File: config.mk
export PLATFORM = sky130hd
export DESIGN_NAME = twb_timing_mon
export DESIGN_NICKNAME = d
export VERILOG_FILES = /design/src/rtl/twb_mon_pkg.sv /design/src/rtl/twb_line_cond.sv /design/src/rtl/twb_sat_cnt.sv /design/src/rtl/twb_evt_det.sv /design/src/rtl/twb_interval_chk.sv /design/src/rtl/twb_timing_mon.sv
export SDC_FILE = /design/constraint.sdc
export NUM_CORES = 1
export LEC_CHECK = 0
export BUFFER_PORTS_ARGS = -buffer_cell sky130_fd_sc_hd__buf_2
export CORE_MARGIN = 5
export CORE_UTILIZATION = 37
export DETAILED_ROUTE_END_ITERATION = 16
export GPL_TIMING_DRIVEN = 0
export MAX_ROUTING_LAYER = met4
export PLACE_DENSITY_LB_ADDON = 0.2
export REMOVE_ABC_BUFFERS = 1
export SLEW_MARGIN = 15
export SYNTH_ARGS = -nofsm -noshare
export SYNTH_HDL_FRONTEND = slang
export SYNTH_HIERARCHICAL = 1
export SYNTH_SLANG_ARGS = --single-unit
export TNS_END_PERCENT = 20
File: constraint.sdc
create_clock -name clk_i -period 3.47 [get_ports clk_i]
set_input_delay 0.5205 -clock clk_i [delete_from_list [all_inputs] [get_ports clk_i]]
set_output_delay 0.5205 -clock clk_i [all_outputs]
set_load 0.03 [all_outputs]
File: src/rtl/twb_mon_pkg.sv
package twb_mon_pkg;

  localparam int NCHK = 7;

  // violation bit positions, fixed by the port map
  localparam int E_LOW   = 0;
  localparam int E_HIGH  = 1;
  localparam int E_HDSTA = 2;
  localparam int E_SUSTA = 3;
  localparam int E_SUDAT = 4;
  localparam int E_SUSTO = 5;
  localparam int E_BUF   = 6;

  // interval counter indices
  localparam int NCNT    = 5;
  localparam int C_FALL  = 0;
  localparam int C_RISE  = 1;
  localparam int C_SDA   = 2;
  localparam int C_START = 3;
  localparam int C_STOP  = 4;

  // nanoseconds to clock cycles, rounded up, at least one
  function automatic int ns2cyc(input int ns, input int hz);
    longint prod;
    longint cyc;
    prod = longint'(ns) * longint'(hz);
    cyc  = (prod + 64'sd999_999_999) / 64'sd1_000_000_000;
    if (cyc < 1) cyc = 1;
    return int'(cyc);
  endfunction

endpackage

File: src/rtl/twb_line_cond.sv
module twb_line_cond #(
  parameter int FILT_SLOW = 10,
  parameter int FILT_FAST = 5
) (
  input  logic clk_i,
  input  logic rst_i,
  input  logic fast_i,
  input  logic raw_i,
  output logic filt_o
);
  localparam int FW = $clog2(FILT_SLOW + 1);

  logic          s1_q, s2_q, filt_q;
  logic [FW-1:0] run_q;
  logic [FW-1:0] run_lim;

  assign run_lim = fast_i ? FW'(FILT_FAST - 1) : FW'(FILT_SLOW - 1);

  always_ff @(posedge clk_i) begin
    if (rst_i) begin
      s1_q   <= 1'b1;
      s2_q   <= 1'b1;
      filt_q <= 1'b1;
      run_q  <= '0;
    end else begin
      s1_q <= raw_i;
      s2_q <= s1_q;
      if (s2_q != filt_q) begin
        if (run_q >= run_lim) begin
          filt_q <= s2_q;
          run_q  <= '0;
        end else begin
          run_q <= run_q + 1'b1;
        end
      end else begin
        run_q <= '0;
      end
    end
  end

  assign filt_o = filt_q;

  assert_filter_follow_R1: assert property (@(posedge clk_i) disable iff (rst_i)
    (filt_q != $past(filt_q)) |-> ($past(s2_q) == filt_q));

endmodule

File: src/rtl/twb_sat_cnt.sv
module twb_sat_cnt #(
  parameter int W = 10
) (
  input  logic         clk_i,
  input  logic         rst_i,
  input  logic         restart_i,
  output logic [W-1:0] cnt_o
);
  logic [W-1:0] cnt_q;

  always_ff @(posedge clk_i) begin
    if (rst_i)               cnt_q <= '1;
    else if (restart_i)      cnt_q <= W'(1);
    else if (cnt_q != '1)    cnt_q <= cnt_q + 1'b1;
  end

  assign cnt_o = cnt_q;

  assert_cnt_no_wrap_R9: assert property (@(posedge clk_i) disable iff (rst_i)
    ($past(cnt_q) == '1 && !$past(restart_i)) |-> (cnt_q == '1));

endmodule

File: src/rtl/twb_evt_det.sv
module twb_evt_det (
  input  logic clk_i,
  input  logic rst_i,
  input  logic scl_i,
  input  logic sda_i,
  output logic scl_rise_o,
  output logic scl_fall_o,
  output logic sda_edge_o,
  output logic start_o,
  output logic stop_o
);
  logic scl_q, sda_q;

  always_ff @(posedge clk_i) begin
    if (rst_i) begin
      scl_q <= 1'b1;
      sda_q <= 1'b1;
    end else begin
      scl_q <= scl_i;
      sda_q <= sda_i;
    end
  end

  assign scl_rise_o = scl_i & ~scl_q;
  assign scl_fall_o = ~scl_i & scl_q;
  assign sda_edge_o = sda_i ^ sda_q;
  // a data change with the clock high before and after is a bus condition
  assign start_o    = sda_q & ~sda_i & scl_q & scl_i;
  assign stop_o     = ~sda_q & sda_i & scl_q & scl_i;

endmodule

File: src/rtl/twb_interval_chk.sv
module twb_interval_chk
  import twb_mon_pkg::*;
#(
  parameter int CLK_HZ = 100_000_000,
  parameter int CW     = 10
) (
  input  logic            clk_i,
  input  logic            rst_i,
  input  logic            fast_i,
  input  logic            clr_i,
  input  logic            scl_rise_i,
  input  logic            scl_fall_i,
  input  logic            sda_edge_i,
  input  logic            start_i,
  input  logic            stop_i,
  output logic [NCHK-1:0] err_flag_o,
  output logic [NCHK-1:0] err_pulse_o
);
  localparam int LIM_S [NCHK] = '{
    ns2cyc(4700, CLK_HZ), ns2cyc(4000, CLK_HZ), ns2cyc(4000, CLK_HZ),
    ns2cyc(4700, CLK_HZ), ns2cyc(200,  CLK_HZ), ns2cyc(4700, CLK_HZ),
    ns2cyc(4700, CLK_HZ)};
  localparam int LIM_F [NCHK] = '{
    ns2cyc(1200, CLK_HZ), ns2cyc(600,  CLK_HZ), ns2cyc(600,  CLK_HZ),
    ns2cyc(600,  CLK_HZ), ns2cyc(100,  CLK_HZ), ns2cyc(600,  CLK_HZ),
    ns2cyc(1200, CLK_HZ)};

  logic [NCNT-1:0] restart;
  logic [CW-1:0]   cnt [NCNT];
  logic [CW-1:0]   lim [NCHK];
  logic [NCHK-1:0] viol;
  logic [NCHK-1:0] flag_q, pulse_q;
  logic            start_pend_q;

  assign restart[C_FALL]  = scl_fall_i;
  assign restart[C_RISE]  = scl_rise_i;
  assign restart[C_SDA]   = sda_edge_i;
  assign restart[C_START] = start_i;
  assign restart[C_STOP]  = stop_i;

  for (genvar g = 0; g < NCNT; g++) begin : g_cnt
    twb_sat_cnt #(.W(CW)) cnt_i (
      .clk_i     (clk_i),
      .rst_i     (rst_i),
      .restart_i (restart[g]),
      .cnt_o     (cnt[g])
    );
  end

  always_comb begin
    for (int i = 0; i < NCHK; i++) begin
      lim[i] = fast_i ? CW'(LIM_F[i]) : CW'(LIM_S[i]);
    end
  end

  always_comb begin
    viol          = '0;
    viol[E_LOW]   = scl_rise_i & (cnt[C_FALL] < lim[E_LOW]);
    viol[E_HIGH]  = scl_fall_i & (cnt[C_RISE] < lim[E_HIGH]);
    viol[E_HDSTA] = scl_fall_i & start_pend_q & (cnt[C_START] < lim[E_HDSTA]);
    viol[E_SUSTA] = start_i & (cnt[C_RISE] < lim[E_SUSTA]);
    viol[E_SUDAT] = scl_rise_i & (cnt[C_SDA] < lim[E_SUDAT]);
    viol[E_SUSTO] = stop_i & (cnt[C_RISE] < lim[E_SUSTO]);
    viol[E_BUF]   = start_i & (cnt[C_STOP] < lim[E_BUF]);
  end

  always_ff @(posedge clk_i) begin
    if (rst_i) begin
      flag_q       <= '0;
      pulse_q      <= '0;
      start_pend_q <= 1'b0;
    end else begin
      pulse_q <= viol;
      flag_q  <= (clr_i ? '0 : flag_q) | viol;
      if (start_i)                  start_pend_q <= 1'b1;
      else if (scl_fall_i | stop_i) start_pend_q <= 1'b0;
    end
  end

  assign err_flag_o  = flag_q;
  assign err_pulse_o = pulse_q;

  assert_pulse_lands_R10: assert property (@(posedge clk_i) disable iff (rst_i)
    (err_pulse_o != '0) |=> ((err_flag_o & $past(err_pulse_o)) == $past(err_pulse_o)));

  assert_flag_sticky_R10: assert property (@(posedge clk_i) disable iff (rst_i)
    !clr_i |=> ((err_flag_o & $past(err_flag_o)) == $past(err_flag_o)));

  assert_clear_leaves_pulses_R10: assert property (@(posedge clk_i) disable iff (rst_i)
    clr_i |=> (err_flag_o == err_pulse_o));

  assert_low_after_rise_R2: assert property (@(posedge clk_i) disable iff (rst_i)
    err_pulse_o[E_LOW] |-> $past(scl_rise_i));

endmodule

File: src/rtl/twb_timing_mon.sv
module twb_timing_mon
  import twb_mon_pkg::*;
#(
  parameter int CLK_HZ = 100_000_000
) (
  input  logic            clk_i,
  input  logic            rst_i,
  input  logic            fast_i,
  input  logic            clr_i,
  input  logic            scl_i,
  input  logic            sda_i,
  output logic [NCHK-1:0] err_flag_o,
  output logic [NCHK-1:0] err_pulse_o
);
  localparam int FILT_SLOW = ns2cyc(100, CLK_HZ);
  localparam int FILT_FAST = ns2cyc(50, CLK_HZ);
  localparam int CW        = $clog2(ns2cyc(4700, CLK_HZ) + 1) + 1;

  logic [1:0] raw, filt;
  logic scl_rise, scl_fall, sda_edge, start, stop;

  assign raw = {sda_i, scl_i};

  for (genvar g = 0; g < 2; g++) begin : g_line
    twb_line_cond #(.FILT_SLOW(FILT_SLOW), .FILT_FAST(FILT_FAST)) cond_i (
      .clk_i  (clk_i),
      .rst_i  (rst_i),
      .fast_i (fast_i),
      .raw_i  (raw[g]),
      .filt_o (filt[g])
    );
  end

  twb_evt_det evt_i (
    .clk_i      (clk_i),
    .rst_i      (rst_i),
    .scl_i      (filt[0]),
    .sda_i      (filt[1]),
    .scl_rise_o (scl_rise),
    .scl_fall_o (scl_fall),
    .sda_edge_o (sda_edge),
    .start_o    (start),
    .stop_o     (stop)
  );

  twb_interval_chk #(.CLK_HZ(CLK_HZ), .CW(CW)) chk_i (
    .clk_i       (clk_i),
    .rst_i       (rst_i),
    .fast_i      (fast_i),
    .clr_i       (clr_i),
    .scl_rise_i  (scl_rise),
    .scl_fall_i  (scl_fall),
    .sda_edge_i  (sda_edge),
    .start_i     (start),
    .stop_i      (stop),
    .err_flag_o  (err_flag_o),
    .err_pulse_o (err_pulse_o)
  );

endmodule

Yosys cells after proc, flatten, opt, wreduce, memory -nomap -nowiden
Cells that the tools add are included.

Order comparisons: 8. Eq/ne operators: 7. Add/sub/neg operators: 7. Bitwise operators: 25. Reduce and logical (&&, ||, !) cells: 15. Multiplexer cells: 18.

Operators with widths (count): 10-bit two-way mux (10); 10-bit less-than comparator (6); 10-bit by 1-bit adder with 10-bit output (second input constant) (5); 10-bit != test (second input constant) (5); 9-bit two-way mux (3); 1-bit bitwise AND (16); 2-bit nonzero test (6); 2-bit OR reduction (5); 4-bit by 1-bit adder with 4-bit output (second input constant) (2); 4-bit >= comparator (2); 7-bit two-way mux (1); 7-bit bitwise OR (1); 1-bit NOT (6); 3-bit OR reduction (2); 5-bit two-way mux (1); 4-bit two-way mux (1); 2-bit AND reduction (2); 1-bit two-way mux (2); 1-bit != test (2); 1-bit bitwise OR (1); 1-bit bitwise XOR (1).

Logic and storage cells: 103. Flip-flop bits (word level): 81.

Depth between registers and ports, before layout
Gate-level depths: netlist of run 1.

Depth after elaboration: 7. Depth in mapped cells: 8. Gate-level depth less buffers: 7.

Modules after synthesis
The synthesis of run 1 kept the hierarchy.

By module, submodules not included: twb_sat_cnt (cells each 54, area an instance 506.7 um2, times used 5); twb_interval_chk (cells each 102, area an instance 987.2 um2, times used 1); twb_line_cond (cells each 33, area an instance 326.6 um2, times used 2); twb_evt_det (cells each 13, area an instance 118.9 um2, times used 1).

Worst setup path before layout of run 1
OpenSTA, ideal clock, no wires.

Kind: input -> register. Start point: in fast_i. End point: reg chk_i.flag_q[6] (netlist: chk_i/err_flag_o[6]). Data arrival time: 1.652 ns. Setup slack: 1.704 ns. Cell stages on the path: 6. Cells stage by stage: inv_1 ha_1 o211a_1 a2111oi_2 o31a_2 a21o_1.

Longest elaborated chain between the ends: 4.

RTL lines: from (decl) (RTL line twb_timing_mon.sv:8) `input logic fast_i,`; 9-bit two-way mux (RTL line twb_interval_chk.sv:52) `lim[i] = fast_i ? CW'(LIM_F[i]) : CW'(LIM_S[i]);`; 10-bit less-than comparator (RTL line twb_interval_chk.sv:64) `viol[E_BUF] = start_i & (cnt[C_STOP] < lim[E_BUF]);`; 1-bit bitwise AND (RTL line twb_interval_chk.sv:64); 7-bit bitwise OR (RTL line twb_interval_chk.sv:74) `flag_q <= (clr_i ? '0 : flag_q) | viol;`; to (signal assigned) (RTL line twb_interval_chk.sv:74); to (decl) (RTL line twb_interval_chk.sv:32) `logic [NCHK-1:0] flag_q, pulse_q;`.

No other way between the ends. A chain may end at the register's enable or synchronous reset.

Worst setup path in the final report of run 1
Start point: in fast_i. End point: reg chk_i.flag_q[5] (netlist: chk_i/err_flag_o[5]).

Longest elaborated chain between the ends: 4.

RTL lines: 9-bit two-way mux (RTL line twb_interval_chk.sv:52); 10-bit less-than comparator (RTL line twb_interval_chk.sv:63) `viol[E_SUSTO] = stop_i & (cnt[C_RISE] < lim[E_SUSTO]);`; 1-bit bitwise AND (RTL line twb_interval_chk.sv:63); 7-bit bitwise OR (RTL line twb_interval_chk.sv:74).

No other way between the ends.

==> results of run 1 <==
==> layout make-up <==
type	instances	area (µm²)	area share
Clock buffer	10	239.0	0.04939
Clock inverter	6	57.56	0.01190
Sequential cell	81	1622	0.3351
Tap cell	143	178.9	0.03698
Timing Repair Buffer	19	95.09	0.01965
Multi-Input combinational cell	342	2560	0.5291
Inverter	23	86.33	0.01784
==> routing by layer <==
metal	up-vias	wire length, µm	track usage
li1	1760	-	-
met1	1601	4623	0.1835
met2	56	3941	0.2058
met3	16	395	0.03940
met4	0	186	0.05233
met5	-	0	-
==> how the worst max path moves through the flow <==
stage,startpoint,to,slack (ps)
after global placement,fast_i,chk_i/err_flag_o[6],900
after floorplan,fast_i,chk_i/err_flag_o[6],1700
after global routing,fast_i,chk_i/err_flag_o[5],1040
after CTS,fast_i,chk_i/err_flag_o[6],1220
final,fast_i,chk_i/err_flag_o[5],1240
after detailed placement,fast_i,chk_i/err_flag_o[5],880
==> stage by stage <==
step,cell area (µm²),util
2_1_floorplan,4268,-
3_3_place_gp,4542,0.3978
3_5_place_dp,4542,0.3978
4_1_cts,4838,0.4237
5_1_grt,4838,0.4237
6_report,4838,0.4237
==> placed cells by master, fill, tap and decap left out, types with 9 or more instances in the layout <==
master / count
dfxtp_1: 81
nand2_1: 44
o21ai_0: 37
ha_1: 37
inv_1: 23
nor2_1: 20
buf_2: 19
nand3_1: 15
and3_2: 12
mux2i_1: 12
a31oi_1: 11
a211oi_1: 10
and3_1: 10
clkbuf_16: 9
==> state kept, by name, indices dropped and copies added (netlist names) <==
name / count
chk_i/start_pend_q: 1
g_line.cond_i/run_q: 8
chk_i/err_pulse_o: 7
chk_i/g_cnt.cnt_i/cnt_o: 50
chk_i/err_flag_o: 7
g_line.cond_i/filt_o: 2
evt_i/scl_q: 1
g_line.cond_i/s2_q: 2
g_line.cond_i/s1_q: 2
evt_i/sda_q: 1
==> cells by family after synthesis <==
| group | synth area share |
|---|---|
| xor gates and xnor gates | 0.02244 |
| DFF | 0.3777 |
| AOI/OAI and AO/OA | 0.2011 |
| muxes | 0.02798 |
| buffers and inverters | 0.02594 |
| adders and majority gates | 0.1078 |
| and+or+nand+nor | 0.2370 |
==> power groups by stage <==
stage	Sequential [W]	Combinational, W	Clock [W]
finish	0.00156	0.00184	0.000938
global placement	0.00157	0.00178	0
floorplan	0.00146	0.00156	0
detailed placement	0.00157	0.00183	0
CTS	0.00156	0.00184	0.000967
global route	0.00161	0.00206	0.00101
==> out/qor.txt, run 1 <==
Bufs on Longest Clock Path - 2
Total number of yosys warnings - 6
Outcome - completed
Post-Synthesis Cells - 451
Stages on the worst setup path - 7
Routed Antenna Nets - 0
Fin crit share - 0.6434
Initial Utilization - 0.3760
Async S/R FF share, synth - 0
Pleak - 2.082 nW
Yosys top cell by area - dfxtp_1
CTS Hold Bufs - 0
Sequential share of power - 0.359
CTS sink cnt - 81
Seq/Total Area, Yosys - 0.3777
CP required - 3730 ps
Max incr delay on CP - 410 ps
EDFF count, synth - 0
First-pass GRT wire length - 15860 µm
R2R Path End - chk_i/err_pulse_o[1]
RSZ-0062 raised after global routing - no
Final Max Tran Viols - 0
Net Sw Frac - 0.3765
Site Rows - 39
R2R Path Start - evt_i/scl_q
Synth unique cells - 52
Mean post-synth cell area - 9.519 µm²
Vias in the first global route - 3337
Cell count of the worst reg-to-reg path - 4
Clk_lat worst skew - 340 ps
Worst setup margin - 1237 ps
# Post-CTS Setup Buffers - 0
IO Count - 20
CP Buf/Inv Count - 2
Max Clk Rate - 447.9 MHz
Actual transition at the worst max-transition pin - 764.3 ps
Hold Crit Depth - 2
Largest net degree at the start of global routing - 35
DRT Wirelength - 9147 µm
# resized after CTS - 0
Synth top cells by count - dfxtp_1, nand2_1, ha_1, o21ai_0, inv_1
Clock Skew - 8.972 ps
Worst Path Max Fanout - 23
Max-cap viol count - 0
Layout area overhead - 12.71%
H-tree levels - 3
Peak supply drop - 645.4 µV
Final Setup Violations - 0
CTS tree - yes
Hold slack - 360.2 ps
Hold WC Path Type - in -> reg
Antenna violations before repair - 0
GRT Util Overall - 0.1401
Fin crit period - 2233 ps
Cell with the most instances after synthesis - dfxtp_1
Critical path data arrival time - 2500 ps
Clk pwr share - 0.217
PwrDens - 895.0 mW/mm²
Largest cells by area after synthesis - dfxtp_1, ha_1, o21ai_0
Fillers - 1111
Final Hold Fails - 0
Grt total ovfl - 0
Drt drc - 0
Cells along the critical path - buf_2, inv_1, ha_1, a31oi_1, o21ai_0, a31o_2, o21ai_0
Die X - 117.7 µm
Top FF cell, synth - dfxtp_1
CP Launch Type - input port
Sum Neg Setup Slack - 0 ps
Worst hold start - sda_i
Post-synthesis cell area - 0.004293 mm²
Die H - 117.7 µm
Antenna cells - 0
Non-filler cells, final - 624
Vias post-DR - 3433
Reg-to-reg slack, setup - 1600 ps
Max stage delay cell, worst path - buf_2
Slew HR - 0.4886
Layout cells sized above 1 - 0.1830
Hold Path Sink - g_line[1].cond_i/s1_q
Logic pwr share - 0.424
Setup Slack @ Placement - 876.1 ps
Clock root cell - clkbuf_16
Core box area - 0.01142 mm²
FF+latch count, synth - 81
Total Die Area - 0.01386 mm²
Gp weighted congestion - 0.8518
Iteration count of the initial detailed-routing pass - 4
Total internal power - 0.002700 W
CP most frequent cell - o21ai_0
Psw - 0.001630 W
Clock transition at path regs - 60 ps
Pwr Total - 0.004330 W
Routed len/inst - 14.66 µm
Top delay family on crit path - compound AO/OA/AOI/OAI gates
Vias per cell - 5.502
I/O Buffers - 19
Post-DP HPWL - 6427 µm
DP Cell Count - 608
Share of the synthesized area in the top cell type - 0.3777
Critical Path End Type - register
Critical path class - in -> reg
Clock buffer count from CTS - 9
Fin nets - 519
Initial DRC count - 223
Power figures use the tool's default switching activity.
==> run 2: changes to the inputs <==
--- a/config.mk
+++ b/config.mk
@@ -5,6 +5,7 @@
 export SDC_FILE = /design/constraint.sdc
 export NUM_CORES = 1
 export LEC_CHECK = 0
+export ABC_AREA = 1
 export BUFFER_PORTS_ARGS = -buffer_cell sky130_fd_sc_hd__buf_2
 export CORE_MARGIN = 5
 export CORE_UTILIZATION = 37
==> constraint.sdc (replaced) <==
create_clock -name clk_i -period 2 [get_ports clk_i]
set_input_delay 0.3 -clock clk_i [delete_from_list [all_inputs] [get_ports clk_i]]
set_output_delay 0.3 -clock clk_i [all_outputs]
set_load 0.03 [all_outputs]
==> out/qor.txt, run 2 <==
Critical Path End Type - register
Reg-to-reg slack, setup - 450 ps (-1150 ps)
Initial Utilization - 0.3806 (+0.004597)
Layout area overhead - 12.57%
Vias post-DR - 4050 (+18%)
Hold Crit Depth - 2 (unchanged)
Largest cells by area after synthesis - dfxtp_1, nand2_1, ha_1
Die X - 121.8 µm (+3.5%)
Vias per cell - 4.810 (-13%)
EDFF count, synth - 0 (unchanged)
Cell count of the worst reg-to-reg path - 9 (+5)
Worst hold start - scl_i
Fin nets - 712 (+37%)
Gp weighted congestion - 0.8545 (+0.32%)
Final Setup Violations - 0 (unchanged)
Yosys top cell by area - dfxtp_1
IO Count - 20 (unchanged)
Clk pwr share - 0.198 (-0.019)
Synth top cells by count - nand2_1, inv_1, nand3_1
Fin crit share - 0.8669
Final Max Tran Viols - 0 (unchanged)
Vias in the first global route - 3929 (+18%)
Routed len/inst - 11.28 µm (-23%)
Layout cells sized above 1 - 0.1335 (-0.04942)
Total Die Area - 0.01485 mm² (+7.1%)
CTS Hold Bufs - 0 (unchanged)
GRT Util Overall - 0.1424 (+0.002261)
Critical path class - in -> reg
Slew HR - 0.6188 (+0.1302)
Actual transition at the worst max-transition pin - 571.8 ps (-192.5 ps)
Peak supply drop - 648.5 µV (+0.48%)
Share of the synthesized area in the top cell type - 0.3504 (-0.02737)
CTS tree - yes
Commonest non-fill, non-tap cells in the layout - nand2_1, inv_1, nand3_1, dfxtp_1, nor2_1
Hold Path Sink - g_line[0].cond_i/s1_q
Logic pwr share - 0.468 (+0.044)
Post-synthesis cell area - 0.004628 mm² (+7.8%)
DRT Wirelength - 9500 µm (+3.9%)
Pleak - 2.807 nW (+35%)
Synth unique cells - 39 (-25%)
Non-filler cells, final - 842 (+35%)
Mean post-synth cell area - 7.220 µm² (-24%)
Hold WC Path Type - in -> reg
Seq/Total Area, Yosys - 0.3504 (-0.02737)
Fin crit period - 1734 ps
Drt drc - 0 (unchanged)
Post-Synthesis Cells - 641 (+42%)
Post-DP HPWL - 7120 µm (+11%)
Largest net degree at the start of global routing - 24 (-31%)
First-pass GRT wire length - 17000 µm (+7.2%)
Routed Antenna Nets - 0 (unchanged)
Clock root cell - clkbuf_16
CP required - 2230 ps (-1500 ps)
Clock buffer count from CTS - 9 (unchanged)
Iteration count of the initial detailed-routing pass - 6 (+2)
Hold slack - 146.1 ps (-214.1 ps)
Cell with the most instances after synthesis - nand2_1
Die H - 121.8 µm (+3.5%)
Final Hold Fails - 0 (unchanged)
Max-cap viol count - 0 (unchanged)
Antenna violations before repair - 0 (unchanged)
Initial DRC count - 165 (-26%)
DR top layer - met4
Psw - 0.003353 W (+110%)
Critical path data arrival time - 1960 ps (-540 ps)
RSZ-0062 raised after global routing - no
I/O Buffers - 19 (unchanged)
Grt total ovfl - 0 (unchanged)
Site Rows - 40 (+2.6%)
Total internal power - 0.004349 W (+61%)
M1 WL - 4517 µm (-2.3%)
Max FFs per register - 50 (unchanged)
Sequential share of power - 0.334 (-0.025)
DP Cell Count - 823 (+35%)
Pwr Total - 0.007703 W (+78%)
Sum Neg Setup Slack - 0 ps (unchanged)
Met3 WL - 309 µm (-22%)
FF+latch count, synth - 81 (unchanged)
CP Launch Type - input port
Worst Path Max Fanout - 23 (unchanged)
H-tree levels - 3 (unchanged)
Outcome - completed
Clock Skew - 3.112 ps (-5.860 ps)
PwrDens - 1478 mW/mm² (+65%)
Net Sw Frac - 0.4354 (+0.05890)
Core box area - 0.01216 mm² (+6.5%)
Antenna cells - 0 (unchanged)
Bufs on Longest Clock Path - 2 (unchanged)
Max Clk Rate - 576.8 MHz
Clock transition at path regs - 60 ps (about the same)
R2R Path End - chk_i/g_cnt[3].cnt_i/cnt_o[7]
Most common cell after layout, fill and taps aside - nand2_1
CTS sink cnt - 81 (unchanged)
Total number of yosys warnings - 6 (unchanged)
Clk_lat worst skew - 330 ps (about the same)
Async S/R FF share, synth - 0 (unchanged)
WL met2 - 4549 µm (+15%)
R2R Path Start - g_line[1].cond_i/filt_o
Top FF cell, synth - dfxtp_1
==> run 2: cell types whose count changed in the layout (fill, tap and decap cells not counted), moves of 11 or more <==
cell and delta:
nand2_2 +12, a31oi_1 -11, o21ai_0 -26, inv_1 +64
mux2i_1 -12, and3_2 -12, nand3_1 +70, nor2_1 +31
nand2_1 +114
==> run 2: worst max-delay path, stage by stage <==
cell        delay (ps)
buf_2              450
clkinvlp_4         160
buf_4              200
ha_1               320
nand2_1             60
nor2_1             110
nand2_1             60
nand2_1             60
nand2_1             60
nand3_1            110
nand2_1             60
==> run 2: final cells by class <==
cell class                 instances  area (µm²)
fill                            1286        6952
multi-input combinational        455        2599
sequential                        81        1622
inverter                         100       386.6
clock buffer                      13       260.3
tap                              168       210.2
timing repair buffer              22       117.6
clock inverter                     3       15.01
==> run 2: worst max-delay path by stage <==
stage	startpoint	end	slack, ps	cells past startpoint
after floorplan	fast_i	chk_i/err_flag_o[1]	720	7
after global placement	fast_i	chk_i/err_flag_o[0]	-160	10
after detailed placement	fast_i	chk_i/err_flag_o[5]	-240	10
after CTS	fast_i	chk_i/err_flag_o[5]	110	10
after global routing	fast_i	chk_i/err_flag_o[0]	90	11
final	fast_i	chk_i/err_flag_o[5]	270	11
==> run 2: metal layers <==
layer | up-vias | track usage
li1 | 2130 | -
met1 | 1869 | 0.1659
met2 | 40 | 0.2455
met3 | 11 | 0.03389
met4 | 0 | 0.03922
met5 | - | -
==> run 2: per-stage QoR <==
step             util  area, µm²  worst slack, ps
3_3_place_gp   0.4036       4908           -164.1
2_1_floorplan       -       4603            721.4
3_5_place_dp   0.4036       4908           -241.8
4_1_cts        0.4262       5184            110.3
5_1_grt        0.4284       5210            87.97
6_report       0.4284       5210            266.2
==> run 2: power groups by stage <==
stage / Sequential [W] / Combinational (W) / Clock [W]
6_report: 0.00257 / 0.00360 / 0.00153
4_1_cts: 0.00258 / 0.00362 / 0.00159
3_5_place_dp: 0.00261 / 0.00359 / 0
5_1_grt: 0.00266 / 0.00421 / 0.00164
3_3_place_gp: 0.00260 / 0.00350 / 0
2_1_floorplan: 0.00248 / 0.00303 / 0
==> run 2: what timing repair did <==
item	4_1_cts	5_1_grt
buffers inserted	0	3
gates resized for setup	0	1
setup endpoints to repair	0	8
==> run 2: logic make-up (layout without fill, tap and decap cells) <==
group                      Yosys count  in the layout  synth area share
adders and majority gates           37             37            0.1000
buffers and inverters              105            138           0.08813
AOI/OAI and AO/OA                   54             54           0.07813
DFF                                 81             81            0.3504
and+or+nand+nor                    360            360            0.3758
xor gates and xnor gates             4              4          0.007571
==> run 3: changes to the inputs <==
--- a/config.mk
+++ b/config.mk
@@ -6,9 +6,10 @@
 export NUM_CORES = 1
 export LEC_CHECK = 0
 export ABC_AREA = 1
-export BUFFER_PORTS_ARGS = -buffer_cell sky130_fd_sc_hd__buf_2
+export BUFFER_PORTS_ARGS = -buffer_cell sky130_fd_sc_hd__buf_4
 export CORE_MARGIN = 5
 export CORE_UTILIZATION = 37
+export CTS_BUF_LIST = sky130_fd_sc_hd__clkbuf_2 sky130_fd_sc_hd__clkbuf_4 sky130_fd_sc_hd__clkbuf_8
 export DETAILED_ROUTE_END_ITERATION = 16
 export GPL_TIMING_DRIVEN = 0
 export MAX_ROUTING_LAYER = met4
==> out/qor.txt, run 3 (synthesis results as in run 2) <==
Site Rows - 40 (unchanged)
Worst Path Max Fanout - 23 (unchanged)
Drt drc - 0 (unchanged)
CP Launch Type - input port
Max Clk Rate - 641.4 MHz (+11%)
Die H - 121.8 µm (unchanged)
Max FFs per register - 50 (unchanged)
Initial Utilization - 0.3806 (unchanged)
Met2 GRT Util - 0.2541 (+0.008633)
PwrDens - 1487 mW/mm² (+0.56%)
First-pass GRT wire length - 17350 µm (+2.0%)
Clock transition at path regs - 80 ps (+20 ps)
Largest net degree at the start of global routing - 24 (unchanged)
Layout cells sized above 1 - 0.1311 (-0.002384)
Final Max Tran Viols - 0 (unchanged)
Vias post-DR - 4011 (-0.96%)
Antenna violations before repair - 0 (unchanged)
Most common cell after layout, fill and taps aside - nand2_1
H-tree levels - 3 (unchanged)
CTS Hold Bufs - 0 (unchanged)
Post-DP HPWL - 7268 µm (+2.1%)
Core box area - 0.01216 mm² (unchanged)
Vias in the first global route - 3962 (+0.84%)
Die X - 121.8 µm (unchanged)
Iteration count of the initial detailed-routing pass - 4 (-2)
Layout area overhead - 12.73%
Hold WC Path Type - in -> reg
Gp weighted congestion - 0.8514 (-0.36%)
Antenna cells - 0 (unchanged)
# resized after CTS - 0 (unchanged)
Initial DRC count - 244 (+48%)
Sum Neg Setup Slack - 0 ps (unchanged)
CP required - 2250 ps (+20 ps)
Clock Skew - 7.633 ps (+4.520 ps)
GRT Util Overall - 0.1460 (+0.003634)
Final Setup Violations - 0 (unchanged)
Critical path data arrival time - 1810 ps (-150 ps)
Commonest non-fill, non-tap cells in the layout - nand2_1, inv_1, nand3_1, dfxtp_1, nor2_1
Routed len/inst - 11.56 µm (+2.4%)
Fin crit period - 1559 ps (-174.8 ps)
CTS sink cnt - 81 (unchanged)
DP Cell Count - 823 (unchanged)
Clk_lat worst skew - 360 ps (+30 ps)
IO Count - 20 (unchanged)
RSZ-0062 raised after global routing - no
Critical Path End Type - register
Pleak - 2.794 nW (-0.45%)
Fin crit share - 0.7795 (-0.08740)
Clock root cell - clkbuf_8
# Post-CTS Setup Buffers - 0 (unchanged)
Outcome - completed
Vias per cell - 4.781 (-0.61%)
I/O Buffers - 19 (unchanged)
Critical path class - in -> reg
GR Util met1 - 0.1693 (+0.003469)
Top Usage Layer GRT - met2
GR Util met3 - 0.03203 (-0.001857)
Total Die Area - 0.01485 mm² (unchanged)
Routed Antenna Nets - 0 (unchanged)
Max-cap viol count - 0 (unchanged)
CTS tree - yes
DRT Wirelength - 9697 µm (+2.1%)
Reg-to-reg slack, setup - 440 ps (about the same)
Clock buffer count from CTS - 9 (unchanged)
Final Hold Fails - 0 (unchanged)
Fin nets - 709 (-0.42%)
Bufs on Longest Clock Path - 2 (unchanged)
Non-filler cells, final - 839 (-0.36%)
Actual transition at the worst max-transition pin - 473.6 ps (-98.24 ps)
Peak supply drop - 511.5 µV (-21%)
Grt total ovfl - 0 (unchanged)
Slew HR - 0.6839 (+0.06515)
==> run 3: cell count changes in the layout (fill, tap and decap cells not counted), moves of 2 or more <==
cell and change:
clkbuf_1 -2, buf_4 +16, clkbuf_16 -9, clkbuf_8 +7, bufinv_16 +4, buf_2 -19
==> run 3: cell type report <==
cell class                      count  area, µm²
Sequential cell                    81       1622
Timing Repair Buffer               19      142.6
Tap cell                          168      210.2
Multi-Input combinational cell    455       2599
Fill cell                        1291       6944
Clock inverter                      6      130.1
Clock buffer                       10      131.4
Inverter                          100      382.9
==> run 3: worst max-delay path, stage by stage <==
cell     delay [ps]
buf_4           270
inv_1           310
ha_1            420
nand3_1         110
nand2_1          80
inv_1            40
nand2_1          50
nand2_1          60
nand3_1         110
nand2_1          60
==> run 3: where the power goes <==
group,total (W),internal (W),leakage [nW],switching [W]
clock network,0.00156,0.000966,0.134,0.000596
registers,0.00257,0.00209,0.667,0.000482
logic,0.00363,0.00136,1.99,0.00227
total,0.00776,0.00441,2.79,0.00335
==> run 3: layer usage <==
| layer | wire length [µm] | vias to the layer above | share of wire |
|---|---|---|---|
| met5 | 0 | - | 0 |
| met4 | 143 | 0 | 0.015 |
| met3 | 365 | 12 | 0.038 |
| met2 | 4537 | 49 | 0.47 |
| met1 | 4651 | 1826 | 0.48 |
| li1 | - | 2124 | - |
==> run 3: worst paths after layout <==
| check | start | end | depth (start not counted) |
|---|---|---|---|
| setup / recovery | fast_i | chk_i/err_flag_o[5] | 10 |
| hold / removal | scl_i | g_line[0].cond_i/s1_q | 2 |
| setup reg to reg | g_line[1].cond_i/filt_o | chk_i/g_cnt[3].cnt_i/cnt_o[7] | 9 |
| hold reg to reg | g_line[1].cond_i/s1_q | g_line[1].cond_i/s2_q | 1 |
==> run 3: stage by stage <==
step | setup WS [ps] | instance area (µm²) | util | hold slack, ps | power (W)
2_1_floorplan | 721.4 | 4603 | - | 389.5 | 0.005511
3_3_place_gp | 75.40 | 4956 | 0.4075 | 394.2 | 0.006106
3_5_place_dp | 56.79 | 4956 | 0.4075 | 396.4 | 0.006240
4_1_cts | 436.3 | 5218 | 0.4290 | 103.2 | 0.007849
5_1_grt | 231.5 | 5218 | 0.4290 | 108.6 | 0.008558
6_report | 441.0 | 5218 | 0.4290 | 125.1 | 0.007757
